--- src/rtl/alu_pkg.sv ---
package alu_pkg;

    localparam int CTRL_W   = 4;
    localparam int CTRL_AINV = 3;
    localparam int CTRL_BNEG = 2;

    typedef enum logic [1:0] {
        SEL_AND  = 2'b00,
        SEL_OR   = 2'b01,
        SEL_SUM  = 2'b10,
        SEL_LESS = 2'b11
    } sel_e;

    localparam logic [CTRL_W-1:0] OPC_AND = 4'b0000;
    localparam logic [CTRL_W-1:0] OPC_OR  = 4'b0001;
    localparam logic [CTRL_W-1:0] OPC_ADD = 4'b0010;
    localparam logic [CTRL_W-1:0] OPC_SUB = 4'b0110;
    localparam logic [CTRL_W-1:0] OPC_SLT = 4'b0111;
    localparam logic [CTRL_W-1:0] OPC_NOR = 4'b1100;

endpackage

--- src/rtl/alu_bit_slice.sv ---
module alu_bit_slice
    import alu_pkg::*;
#(
    parameter bit EXPORT_SET = 1'b0
) (
    input  logic a_i,
    input  logic b_i,
    input  logic a_inv_i,
    input  logic b_inv_i,
    input  logic carry_i,
    input  logic less_i,
    input  sel_e sel_i,
    output logic res_o,
    output logic carry_o,
    output logic set_o
);

    logic a_c;
    logic b_c;
    logic sum;

    // Conditioned operand bits
    always_comb begin
        a_c = a_i ^ a_inv_i;
        b_c = b_i ^ b_inv_i;
    end

    // Full adder
    always_comb begin
        sum     = a_c ^ b_c ^ carry_i;
        carry_o = (a_c & b_c) | (a_c & carry_i) | (b_c & carry_i);
    end

    // Four-way result multiplexer
    always_comb begin
        unique case (sel_i)
            SEL_AND:  res_o = a_c & b_c;
            SEL_OR:   res_o = a_c | b_c;
            SEL_SUM:  res_o = sum;
            SEL_LESS: res_o = less_i;
            default:  res_o = 1'b0;
        endcase
    end

    // Only the top slice exports its sum as the comparison outcome
    generate
        if (EXPORT_SET) begin : g_set
            assign set_o = sum;
        end else begin : g_noset
            assign set_o = 1'b0;
        end
    endgenerate

endmodule

--- src/rtl/alu_zero_tree.sv ---
module alu_zero_tree #(
    parameter int W     = 32,
    parameter int GROUP = 4
) (
    input  logic [W-1:0] vec_i,
    output logic         zero_o
);

    localparam int NGRP = (W + GROUP - 1) / GROUP;
    localparam int PADW = NGRP * GROUP;

    logic [PADW-1:0] padded;
    logic [NGRP-1:0] grp_any;

    always_comb begin
        padded        = '0;
        padded[W-1:0] = vec_i;
    end

    // First level: OR within each group
    genvar g;
    generate
        for (g = 0; g < NGRP; g++) begin : g_grp
            assign grp_any[g] = |padded[g*GROUP +: GROUP];
        end
    endgenerate

    // Second level: NOR across groups
    assign zero_o = ~|grp_any;

endmodule

--- src/rtl/sliced_alu.sv ---
module sliced_alu
    import alu_pkg::*;
#(
    parameter int W       = 32,
    parameter bit REG_OUT = 1'b1
) (
    input  logic              clk,
    input  logic              rst_n,
    input  logic [W-1:0]      op_a,
    input  logic [W-1:0]      op_b,
    input  logic [CTRL_W-1:0] ctrl,
    output logic [W-1:0]      res,
    output logic              zero,
    output logic              cout,
    output logic              ovf
);

    localparam int MSB = W - 1;

    typedef struct packed {
        logic [W-1:0] res;
        logic         zero;
        logic         cout;
        logic         ovf;
    } alu_out_t;

    localparam alu_out_t OUT_RST = '{res: '0, zero: 1'b1, cout: 1'b0, ovf: 1'b0};

    logic         a_inv;
    logic         b_neg;
    sel_e         sel;
    logic [W:0]   carry;
    logic [W-1:0] slice_res;
    logic [W-1:0] set_bus;
    logic         set_w;
    logic         zero_w;
    alu_out_t     out_d;
    alu_out_t     out_q;

    always_comb begin
        a_inv = ctrl[CTRL_AINV];
        b_neg = ctrl[CTRL_BNEG];
        sel   = sel_e'(ctrl[1:0]);
    end

    // Negation of b: invert each bit and inject a carry of one
    assign carry[0] = b_neg;

    // Only the top slice drives a nonzero set bit, so the OR is that bit
    assign set_w = |set_bus;

    genvar i;
    generate
        for (i = 0; i < W; i++) begin : g_slice
            logic less_in;
            if (i == 0) begin : g_lsb
                assign less_in = set_w;
            end else begin : g_rest
                assign less_in = 1'b0;
            end

            alu_bit_slice #(
                .EXPORT_SET (i == MSB)
            ) u_slice (
                .a_i     (op_a[i]),
                .b_i     (op_b[i]),
                .a_inv_i (a_inv),
                .b_inv_i (b_neg),
                .carry_i (carry[i]),
                .less_i  (less_in),
                .sel_i   (sel),
                .res_o   (slice_res[i]),
                .carry_o (carry[i+1]),
                .set_o   (set_bus[i])
            );
        end
    endgenerate

    alu_zero_tree #(
        .W     (W),
        .GROUP (4)
    ) u_zero (
        .vec_i  (slice_res),
        .zero_o (zero_w)
    );

    // Next-value process
    always_comb begin
        out_d      = OUT_RST;
        out_d.res  = slice_res;
        out_d.zero = zero_w;
        if (sel == SEL_SUM || sel == SEL_LESS) begin
            out_d.cout = carry[W];
            out_d.ovf  = carry[MSB] ^ carry[W];
        end
    end

    // Register process
    always_ff @(posedge clk or negedge rst_n) begin
        if (!rst_n) begin
            out_q <= OUT_RST;
        end else begin
            out_q <= out_d;
        end
    end

    generate
        if (REG_OUT) begin : g_reg
            assign res  = out_q.res;
            assign zero = out_q.zero;
            assign cout = out_q.cout;
            assign ovf  = out_q.ovf;
        end else begin : g_comb
            assign res  = out_d.res;
            assign zero = out_d.zero;
            assign cout = out_d.cout;
            assign ovf  = out_d.ovf;
        end
    endgenerate

endmodule

--- config.mk ---
export PLATFORM = sky130hd
export DESIGN_NAME = sliced_alu
export DESIGN_NICKNAME = d
export VERILOG_FILES = /design/src/rtl/alu_pkg.sv /design/src/rtl/alu_bit_slice.sv /design/src/rtl/alu_zero_tree.sv /design/src/rtl/sliced_alu.sv
export SDC_FILE = /design/constraint.sdc
export NUM_CORES = 1
export LEC_CHECK = 0
export BUFFER_PORTS_ARGS = -buffer_cell sky130_fd_sc_hd__buf_2
export CAP_MARGIN = 5
export CORE_MARGIN = 10
export CORE_UTILIZATION = 55
export DETAILED_ROUTE_END_ITERATION = 10
export GPL_ROUTABILITY_DRIVEN = 0
export PLACE_DENSITY = 0.81
export RECOVER_POWER = 25
export SETUP_SLACK_MARGIN = 0.4
export SYNTH_ARGS = -nofsm -noshare
export SYNTH_HDL_FRONTEND = slang
export SYNTH_HIERARCHICAL = 1
export SYNTH_SLANG_ARGS = --single-unit
--- constraint.sdc ---
create_clock -name clk -period 0.8 [get_ports clk]
set_input_delay 0.04 -clock clk [delete_from_list [all_inputs] [get_ports clk]]
set_output_delay 0.04 -clock clk [all_outputs]
set_load 0.01 [all_outputs]
==> results of run 1 <==
metal layers:
layer	vias to the layer above	wire length [um]	part of all wire	global-route usage
li1	1636	-	-	-
met1	1772	4780	0.37	0.231
met2	124	7150	0.55	0.413
met3	30	648	0.050	0.0348
met4	0	321	0.025	0.0596
met5	-	0	0	0
sequential cells by signal, indices dropped and copies added, names as in the netlist:
register,cells
res,32
cout,1
ovf,1
zero,1
placed cells by master (no fill, tap or decap), types with 4 or more instances in the layout:
cell      synthesis  routed
buf_4            31     106
inv_1            99      95
buf_2             0      91
ha_1             64      64
conb_1           32      62
dfrtp_1          34      34
xor2_1           33      33
mux4_2           32      32
fa_2              0      31
xnor2_1          32      31
buf_6             0      30
nor4_1           14      12
clkbuf_8          0       5
nand4_1           4       4
inv_2             0       4
buf_12            0       4
worst max-delay path: cells and delay by family:
family | cells | cell delay, ns
adders and majority gates | 32 | 11.61
and+or+nand+nor | 6 | 0.92
muxes | 1 | 0.52
buffers and inverters | 4 | 0.30
xor gates and xnor gates | 1 | 0.16
synthesized netlist by cell type:
library cell	instances	area share
inv_1	99	0.083
ha_1	64	0.18
dfrtp_1	34	0.19
xor2_1	33	0.064
conb_1	32	0.027
fa_1	32	0.14
mux4_2	32	0.16
xnor2_1	32	0.062
buf_4	31	0.052
nor4_1	14	0.019
nand4_1	4	0.0056
and2_1	2	0.0028
nor4_2	2	0.0056
dfstp_2	1	0.0058
nor2_1	1	0.00083
or2_1	1	0.0014
worst max-delay path by stage:
stage	to	slack, ns
finish	zero$_DFF_PN1_	-12.52
global route	zero$_DFF_PN1_	-12.96
CTS	zero$_DFF_PN1_	-12.52
detailed placement	zero$_DFF_PN1_	-13.02
global placement	zero$_DFF_PN1_	-12.63
floorplan	zero$_DFF_PN1_	-12.11
what timing repair did:
action / CTS / global route
gates resized for setup: 31 / 10
endpoints found under the hold margin: 35 / 35
cloned: 0 / 0
setup endpoints to repair: 70 / 70
setup buffers: 2 / 1
through the flow:
step / instance area, um^2 / cells / setup slack, ns
5_1_grt: 6390 / 755 / -12.96
3_5_place_dp: 6110 / 744 / -13.02
3_3_place_gp: 6110 / 744 / -12.63
6_report: 6390 / 755 / -12.52
4_1_cts: 6330 / 754 / -12.52
2_1_floorplan: 4700 / 444 / -12.11
power by group through the flow:
stage | clock, mW | sequential, mW | combinational (mW)
6_report | 1.36 | 2.27 | 5.44
5_1_grt | 1.42 | 2.30 | 5.92
4_1_cts | 1.37 | 2.24 | 5.25
3_5_place_dp | 0 | 2.26 | 4.93
3_3_place_gp | 0 | 2.25 | 4.63
2_1_floorplan | 0 | 2.47 | 2.32
cell type report:
cell class,count,share of cell area
Clock inverter,2,0.00196
Multi-Input combinational cell,279,0.509
Timing Repair Buffer,232,0.262
Tap cell,102,0.0200
Clock buffer,6,0.0114
Sequential cell,35,0.137
Inverter,99,0.0582
logic make-up after synthesis:
family / after synthesis / share of synthesized area
AND/OR/NAND/NOR: 24 / 0.0356
adder cells (fa/ha/maj): 96 / 0.321
XOR/XNOR: 65 / 0.127
multiplexers: 32 / 0.160
flip-flops: 35 / 0.195
buffers and inverters: 130 / 0.135
other: 32 / 0.0267
==> key figures, run 1 <==
Global route
  • Vias in the first global route: ~4.3k
  • Total gr overflow: 0
  • Initial antenna violation count: 0
  • Pin count of the biggest net entering global routing: 36
  • First-pass GRT wire length: 20.2 mm
  • Gr usage total: 0.213

Detailed routing
  • Initial drt markers: approximately 140
  • DR vias: 3562
  • Via/cell ratio: approximately 4.7
  • Wire length per cell: 17.1 um
  • Antenna Violating Nets Remaining: 0
  • Pre-antenna DRT Iters: 4
  • Drt total wl: 12.9 mm
  • Drc violations: 0

Setup path
  • Crit path DAT: 13.56 ns
  • CP Capture Type: flop
  • Critical path class: input pin to flop
  • Crit Path Max Fanout: 2
  • CP required: between 1 and 1.5 ns
  • CP max-delay cell: mux4_2
  • Most frequent cell on the critical path: fa_2
  • Crit-path max cell delay: between 0.5 and 0.6 ns
  • Crit path from: ctrl[3]
  • CP startpoint kind: input pin

STA
  • Final Critical Period: between 10 and 15 ns
  • Final Hold Vio Count: 34
  • Period utilization: 16.7
  • FMAX: 0.0751 GHz
  • Worst-Margin Slew: 0.930 ns
  • TNS Setup: -244.48 ns
  • Slew HR: 0.380
  • Max Slew Vio Count: 0
  • RSZ-0062 raised after global routing: true
  • Final setup violation count: 70
  • Setup ws final: -12.52 ns
  • Min Hold Slack: -0.0462 ns

Clock network
  • Total CTS buffers: 5
  • Clock Sink Count: 35
  • Clk slew on worst S/H paths: 0.09 ns
  • # H-tree levels: 2
  • Clk buf depth: 2
  • Root Buffer: clkbuf_8
  • CTS tree: yes

Die
  • Starting Density: 0.573
  • Die Y-Extent: between 100 and 150 um
  • Rows: 32
  • Die Wd: ~110 um
  • Die Area: between 10000 and 15000 um^2
  • CORE AREA: 7850 um^2
  • Io pins: around 110

Cells and area
  • # nets final: 818
  • Sequential cell area: roughly 880 um^2
  • # fillers: around 450
  • Proportion of layout cells with a drive suffix above 1: 0.478
  • Combined area of the multi-input logic cells: between 3000 and 4000 um^2
  • Core Util, Final: 0.814
  • Diode count: 0
  • P&R area growth vs syn: 42.1%

Synthesis
  • Distinct cell type count after synthesis: 16
  • Synth Instances: around 410
  • Syn_area_per_cell: about 11 um^2
  • Seq/Total Area, Yosys: 0.195
  • Ys Warns: 6
  • #FFs+latches synth: 35
  • Post-Syn Area: around 4500 um^2

Run
  • Max cap viols: 0

Power
  • Sequential Power Share: 0.250
  • Logic pwr share: 0.600
  • Static Leak: roughly 3.4 nW
  • Sw Ratio: 0.369
  • Max VDD drop: roughly 0.00097 V
  • Tot Pwr: 9.07 mW
  • Pint: approximately 5.7 mW
  • Sw power: approximately 3.3 mW
  • Clk pwr share: 0.150
  • Power Density: between 1000 and 1500 nW/um^2

Run status
  • Status: complete, but fails checks
  • Failing checks: negative hold slack, negative setup slack

Hold path
  • Worst min path class: input pin to async pin

Placed design
  • # port buffers: roughly 100
  • Post-DP HPWL: a little over 10 mm
Power figures use the tool's default switching activity.
==> inputs of run 2 (changes only) <==
--- a/config.mk
+++ b/config.mk
@@ -5,13 +5,13 @@
 export SDC_FILE = /design/constraint.sdc
 export NUM_CORES = 1
 export LEC_CHECK = 0
-export BUFFER_PORTS_ARGS = -buffer_cell sky130_fd_sc_hd__buf_2
+export ABC_AREA = 0
 export CAP_MARGIN = 5
 export CORE_MARGIN = 10
-export CORE_UTILIZATION = 55
+export CORE_UTILIZATION = 30
 export DETAILED_ROUTE_END_ITERATION = 10
+export DONT_BUFFER_PORTS = 1
 export GPL_ROUTABILITY_DRIVEN = 0
-export PLACE_DENSITY = 0.81
 export RECOVER_POWER = 25
 export SETUP_SLACK_MARGIN = 0.4
 export SYNTH_ARGS = -nofsm -noshare
==> key figures, run 2 (same netlist as run 1, synthesis figures left out) <==
Power
  • Logic pwr share: 0.446 (-0.154)
  • Pint: 6.04 mW (+5.5%)
  • Sw Ratio: 0.313 (-0.0557)
  • Max VDD drop: 0.000722 V (-26%)
  • Sequential Power Share: 0.289 (+0.039)
  • Sw power: 2.76 mW (-18%)
  • Tot Pwr: 8.79 mW (-3.1%)
  • Static Leak: 2.84 nW (-15%)
  • Clk pwr share: 0.265 (+0.115)
  • Power Density: 1530 nW/um^2 (+7.4%)

Cells and area
  • Commonest non-fill, non-tap cell in the layout: inv_1
  • # nets final: 694 (-15%)
  • Most frequent cells in the layout: inv_1, buf_4, ha_1
  • Max reg flops: 32 (unchanged)
  • Diode count: 0 (unchanged)
  • Non-Filler Instances: 713 (-5.6%)
  • P&R area growth vs syn: 28.2%
  • Proportion of layout cells with a drive suffix above 1: 0.359 (-0.119)

Clock network
  • Total CTS buffers: 5 (unchanged)
  • CTS tree: yes
  • Clk buf depth: 2 (unchanged)
  • Clk slew on worst S/H paths: 0.06 ns (-0.03 ns)
  • # H-tree levels: 2 (unchanged)
  • Clock Sink Count: 35 (unchanged)
  • Root Buffer: clkbuf_16

Setup path
  • Crit-path max cell delay: 0.50 ns (-0.02 ns)
  • Crit path DAT: 13.21 ns (-0.35 ns)
  • CP startpoint kind: input pin
  • Critical path class: input pin to flop
  • CP max-delay cell: mux4_2
  • CP Capture Type: flop
  • Most frequent cell on the critical path: fa_2
  • CP required: 1.02 ns (about the same)
  • Crit Path Max Fanout: 32 (+30)

Run status
  • Status: complete, but fails checks
  • Failing checks: negative hold slack, negative setup slack

Die
  • Rows: 44 (+38%)
  • Die Area: 20300 um^2 (+66%)
  • Io pins: 105 (unchanged)
  • Starting Density: 0.308 (-0.265)
  • Die Wd: 142 um (+29%)
  • Die Y-Extent: 142 um (+29%)
  • CORE AREA: 14600 um^2 (+86%)

Global route
  • Total gr overflow: 0 (unchanged)
  • First-pass GRT wire length: 17.9 mm (-11%)
  • Initial antenna violation count: 0 (unchanged)
  • Pin count of the biggest net entering global routing: 36 (unchanged)
  • Gr usage total: 0.114 (-0.0996)
  • Vias in the first global route: 3343 (-22%)

STA
  • RSZ-0062 raised after global routing: true
  • Min Hold Slack: -0.553 ns (-0.507 ns)
  • Final Hold Vio Count: 45 (+32%)
  • Setup ws final: -12.19 ns (+0.337 ns)
  • Max Slew Vio Count: 0 (unchanged)
  • FMAX: 0.0770 GHz (+2.6%)
  • Final Critical Period: 12.99 ns (-0.337 ns)
  • Period utilization: 16.2 (-0.421)
  • TNS Setup: -237.29 ns (+7.19 ns)
  • Final setup violation count: 36 (-49%)

Detailed routing
  • Drt total wl: 11.3 mm (-12%)
  • Wire length per cell: 15.8 um (-7.3%)
  • Via/cell ratio: 4.12 (-13%)
  • Initial drt markers: 113 (-21%)
  • Pre-antenna DRT Iters: 4 (unchanged)
  • Antenna Violating Nets Remaining: 0 (unchanged)
  • DR vias: 2936 (-18%)
  • Drc violations: 0 (unchanged)

Placed design
  • Post-DP HPWL: 9.55 mm (-5.2%)
  • # port buffers: 0 (-100%)
  • Cell count after placement: 703 (-5.5%)

Hold path
  • Worst min path class: input pin to async pin

Run
  • Max cap viols: 0 (unchanged)
## run 2: metrics by stage
step / hold WS [ns] / area (um^2) / worst slack [ns] / util
final: -0.553 / 5760 / -12.19 / 0.395
after detailed placement: -0.254 / 5500 / -12.63 / 0.377
after CTS: -0.566 / 5750 / -12.34 / 0.394
after global routing: -0.569 / 5760 / -12.74 / 0.395
after global placement: -0.254 / 5500 / -12.49 / 0.377
after floorplan: -0.256 / 4700 / -12.11 / -
## run 2: what timing repair did
action | 4_1_cts | 5_1_grt
pin swaps | 0 | 0
hold endpoints to repair | 52 | 47
buffers inserted | 2 | 0
setup endpoints to repair | 70 | 70
resized for setup | 18 | 4
## run 2: layer usage
layer  part of all wire  routed length (um)  global-route usage
met4              0.016                 178              0.0272
met2               0.55                6190               0.214
met5                  0                   0                   0
met1               0.36                4090               0.122
met3              0.075                 843              0.0317
## run 2: worst max-delay path, delay by kind of cell
kind	cells	cell delay, ns
fa+ha+maj	32	11.47
simple gates	6	0.82
mux	1	0.50
buf+inv	3	0.17
xor+xnor	1	0.15
## run 2: path summary, 6_finish.rpt
path	start	to	slack (ns)
setup / recovery	ctrl[3]	zero$_DFF_PN1_	-12.19
hold / removal	rst_n	res[26]$_DFF_PN0_	-0.55
max in group asynchronous	rst_n	zero$_DFF_PN1_	1.18
min in group clk	ctrl[1]	cout$_DFF_PN0_	-0.11
## run 2: area by class of cell
cell class	count	area, um^2
flip-flops and latches	35	878
clock inverters	2	35.0
clock buffers	6	139
fillers	1397	8830
inverters	99	372
well taps	184	230
repair buffers	108	875
multi-input cells	279	3230
## run 2: power by group through the flow
stage	combinational, mW	sequential (mW)	clock [mW]
final	3.93	2.54	2.33
after global routing	4.43	2.58	2.48
after CTS	3.99	2.56	2.41
after detailed placement	3.81	2.59	0
after global placement	3.58	2.59	0
after floorplan	2.32	2.47	0
==> inputs of run 3 (changes only) <==
--- a/config.mk
+++ b/config.mk
@@ -5,7 +5,7 @@
 export SDC_FILE = /design/constraint.sdc
 export NUM_CORES = 1
 export LEC_CHECK = 0
-export ABC_AREA = 0
+export ABC_AREA = 1
 export CAP_MARGIN = 5
 export CORE_MARGIN = 10
 export CORE_UTILIZATION = 30
==> key figures, run 3 <==
Synthesis
  • Post-Syn Area: 5310 um^2 (+18%)
  • Ys flop type: dfrtp_1
  • Distinct cell type count after synthesis: 17 (+1)
  • Most frequent cell after synthesis: inv_1
  • Synth Instances: 788 (+90%)
  • Post-synth top cells: inv_1, nand2_1, ha_1, nand3_1
  • Ys async rst share: 1.00 (unchanged)
  • Syn_area_per_cell: 6.74 um^2 (-38%)
  • Seq/Total Area, Yosys: 0.165 (-0.0302)
  • Top cells by area, synth: inv_1, dfrtp_1, ha_1
  • Post-synth EDFFs: 0 (unchanged)
  • Ys Warns: 6 (unchanged)
  • Post-synth top area share: 0.172 (-0.0177)
  • Leading area contributor after synthesis: inv_1
  • #FFs+latches synth: 35 (unchanged)

STA
  • Min Hold Slack: -0.553 ns (-0.000107 ns)
  • FMAX: 0.0801 GHz (+4.0%)
  • Setup ws final: -11.69 ns (+0.497 ns)
  • RSZ-0062 raised after global routing: true
  • Final Critical Period: 12.49 ns (-0.497 ns)
  • Final setup violation count: 36 (unchanged)
  • Period utilization: 15.6 (-0.621)
  • TNS Setup: -227.57 ns (+9.72 ns)
  • Final Hold Vio Count: 45 (unchanged)
  • Max Slew Vio Count: 0 (unchanged)

Setup path
  • CP max-delay cell: fa_2
  • CP startpoint kind: input pin
  • Crit Path Max Fanout: 33 (+3.1%)
  • CP Capture Type: flop
  • Crit path DAT: 12.71 ns (-0.50 ns)
  • Most frequent cell on the critical path: fa_2
  • CP delay by family, top: adder cells
  • CP endpoint: zero$_DFF_PN1_
  • Critical path buffers and inverters: 4 (+1)
  • Critical path class: input pin to flop
  • Crit-path max cell delay: 0.39 ns (-0.11 ns)
  • CP required: 1.02 ns (about the same)
  • WP depth: 49 (+14%)
  • Crit path from: ctrl[2]

Hold path
  • Worst min path class: input pin to async pin

Clock network
  • Root Buffer: clkbuf_16
  • Clk buf depth: 2 (unchanged)
  • Clk slew on worst S/H paths: 0.06 ns (about the same)
  • # H-tree levels: 2 (unchanged)
  • Total CTS buffers: 5 (unchanged)
  • CTS tree: yes
  • Clock Sink Count: 35 (unchanged)

Cells and area
  • Diode count: 0 (unchanged)
  • Max reg flops: 32 (unchanged)
  • # fillers: 1839 (+32%)
  • Proportion of layout cells with a drive suffix above 1: 0.244 (-0.115)
  • Most frequent cells in the layout: inv_1, nand2_1, buf_4
  • # nets final: 1069 (+54%)
  • Commonest non-fill, non-tap cell in the layout: inv_1
  • P&R area growth vs syn: 27.4%

Run status
  • Status: complete, but fails checks
  • Failing checks: negative hold slack, negative setup slack

Die
  • Starting Density: 0.306 (-0.00182)
  • Die Wd: 153 um (+7.5%)
  • Die Y-Extent: 153 um (+7.5%)
  • CORE AREA: 17400 um^2 (+19%)
  • Io pins: 105 (unchanged)
  • Rows: 48 (+9.1%)
  • Die Area: 23400 um^2 (+16%)

Detailed routing
  • Initial drt markers: 180 (+59%)
  • DR vias: 4206 (+43%)
  • Antenna Violating Nets Remaining: 0 (unchanged)
  • Pre-antenna DRT Iters: 4 (unchanged)
  • Drc violations: 0 (unchanged)
  • Wire length per cell: 10.9 um (-31%)
  • Via/cell ratio: 3.73 (-9.5%)
  • Drt total wl: 12.3 mm (+9.0%)

Power
  • Static Leak: 3.83 nW (+35%)
  • Max VDD drop: 0.000768 V (+6.3%)
  • Power Density: 1280 nW/um^2 (-16%)
  • Tot Pwr: 8.66 mW (-1.6%)

Global route
  • Pin count of the biggest net entering global routing: 97 (+170%)
  • First-pass GRT wire length: 20.0 mm (+11%)
  • Gr usage total: 0.104 (-0.00945)
  • Vias in the first global route: 3966 (+19%)
  • Total gr overflow: 0 (unchanged)
  • Initial antenna violation count: 0 (unchanged)

Placed design
  • Post-DP HPWL: 9.78 mm (+2.4%)
  • # port buffers: 0 (unchanged)

Run
  • Max cap viols: 0 (unchanged)
## run 3: cell types whose count changed after synthesis, moves of 2 or more
cell,before,now
nor4_2,2,0
nor4_1,14,0
nand2_1,0,183
inv_1,99,243
nand4_1,4,1
mux4_2,32,0
nand3_1,0,64
nor2_1,1,34
## run 3: logic make-up (layout without fill, tap and decap cells)
| logic type | count (synthesis) | after routing | share of synthesized area |
|---|---|---|---|
| compound gates | 2 | 2 | 0.00188 |
| xor+xnor | 64 | 64 | 0.105 |
| buf+inv | 274 | 360 | 0.215 |
| fa+ha+maj | 96 | 96 | 0.271 |
| other cells | 32 | 62 | 0.0226 |
| flops | 35 | 35 | 0.165 |
| simple gates | 285 | 285 | 0.218 |
## run 3: where the power goes
group | internal, mW | leakage [nW] | switching (mW)
logic | 2.25 | 3.35 | 2.12
clock network | 1.15 | 0.0669 | 0.778
registers | 2.05 | 0.411 | 0.303
## run 3: how the worst min path moves through the flow
stage	start	end	slack [ns]	cells after the start
2_1_floorplan	rst_n	cout$_DFF_PN0_	-0.26	0
3_3_place_gp	rst_n	res[23]$_DFF_PN0_	-0.25	0
3_5_place_dp	rst_n	res[23]$_DFF_PN0_	-0.25	0
4_1_cts	rst_n	res[17]$_DFF_PN0_	-0.57	0
5_1_grt	rst_n	res[17]$_DFF_PN0_	-0.57	0
6_report	rst_n	res[17]$_DFF_PN0_	-0.55	0
## run 3: through the flow
| stage | util | instance area [um^2] | setup slack, ns | cells |
|---|---|---|---|---|
| 2_1_floorplan | - | 5540 | -11.50 | 818 |
| 3_3_place_gp | 0.368 | 6390 | -11.96 | 1119 |
| 3_5_place_dp | 0.368 | 6390 | -12.07 | 1119 |
| 4_1_cts | 0.380 | 6590 | -11.77 | 1128 |
| 5_1_grt | 0.390 | 6770 | -12.18 | 1129 |
| 6_report | 0.390 | 6770 | -11.69 | 1129 |
## run 3: metal layers
layer	vias to the layer above	part of all wire	track usage
met1	1821	0.42	0.118
li1	2299	-	-
met2	78	0.51	0.187
met3	8	0.057	0.0292
met4	0	0.013	0.0268
met5	-	0	0
## run 3: repair_timing
action / in CTS / in global routing
pin swaps: 14 / 26
resized for setup: 18 / 68
cloned: 0 / 0
buffers inserted: 1 / 1
setup endpoints to repair: 70 / 70
endpoints found under the hold margin: 45 / 46
## run 3: final cells by class
type / count / area [um^2] / area share
multi-input cells: 509 / 3680 / 0.543
inverters: 243 / 912 / 0.135
repair buffers: 109 / 878 / 0.130
well taps: 225 / 282 / 0.0416
clock inverters: 2 / 12.5 / 0.00185
flip-flops and latches: 35 / 878 / 0.130
clock buffers: 6 / 129 / 0.0190
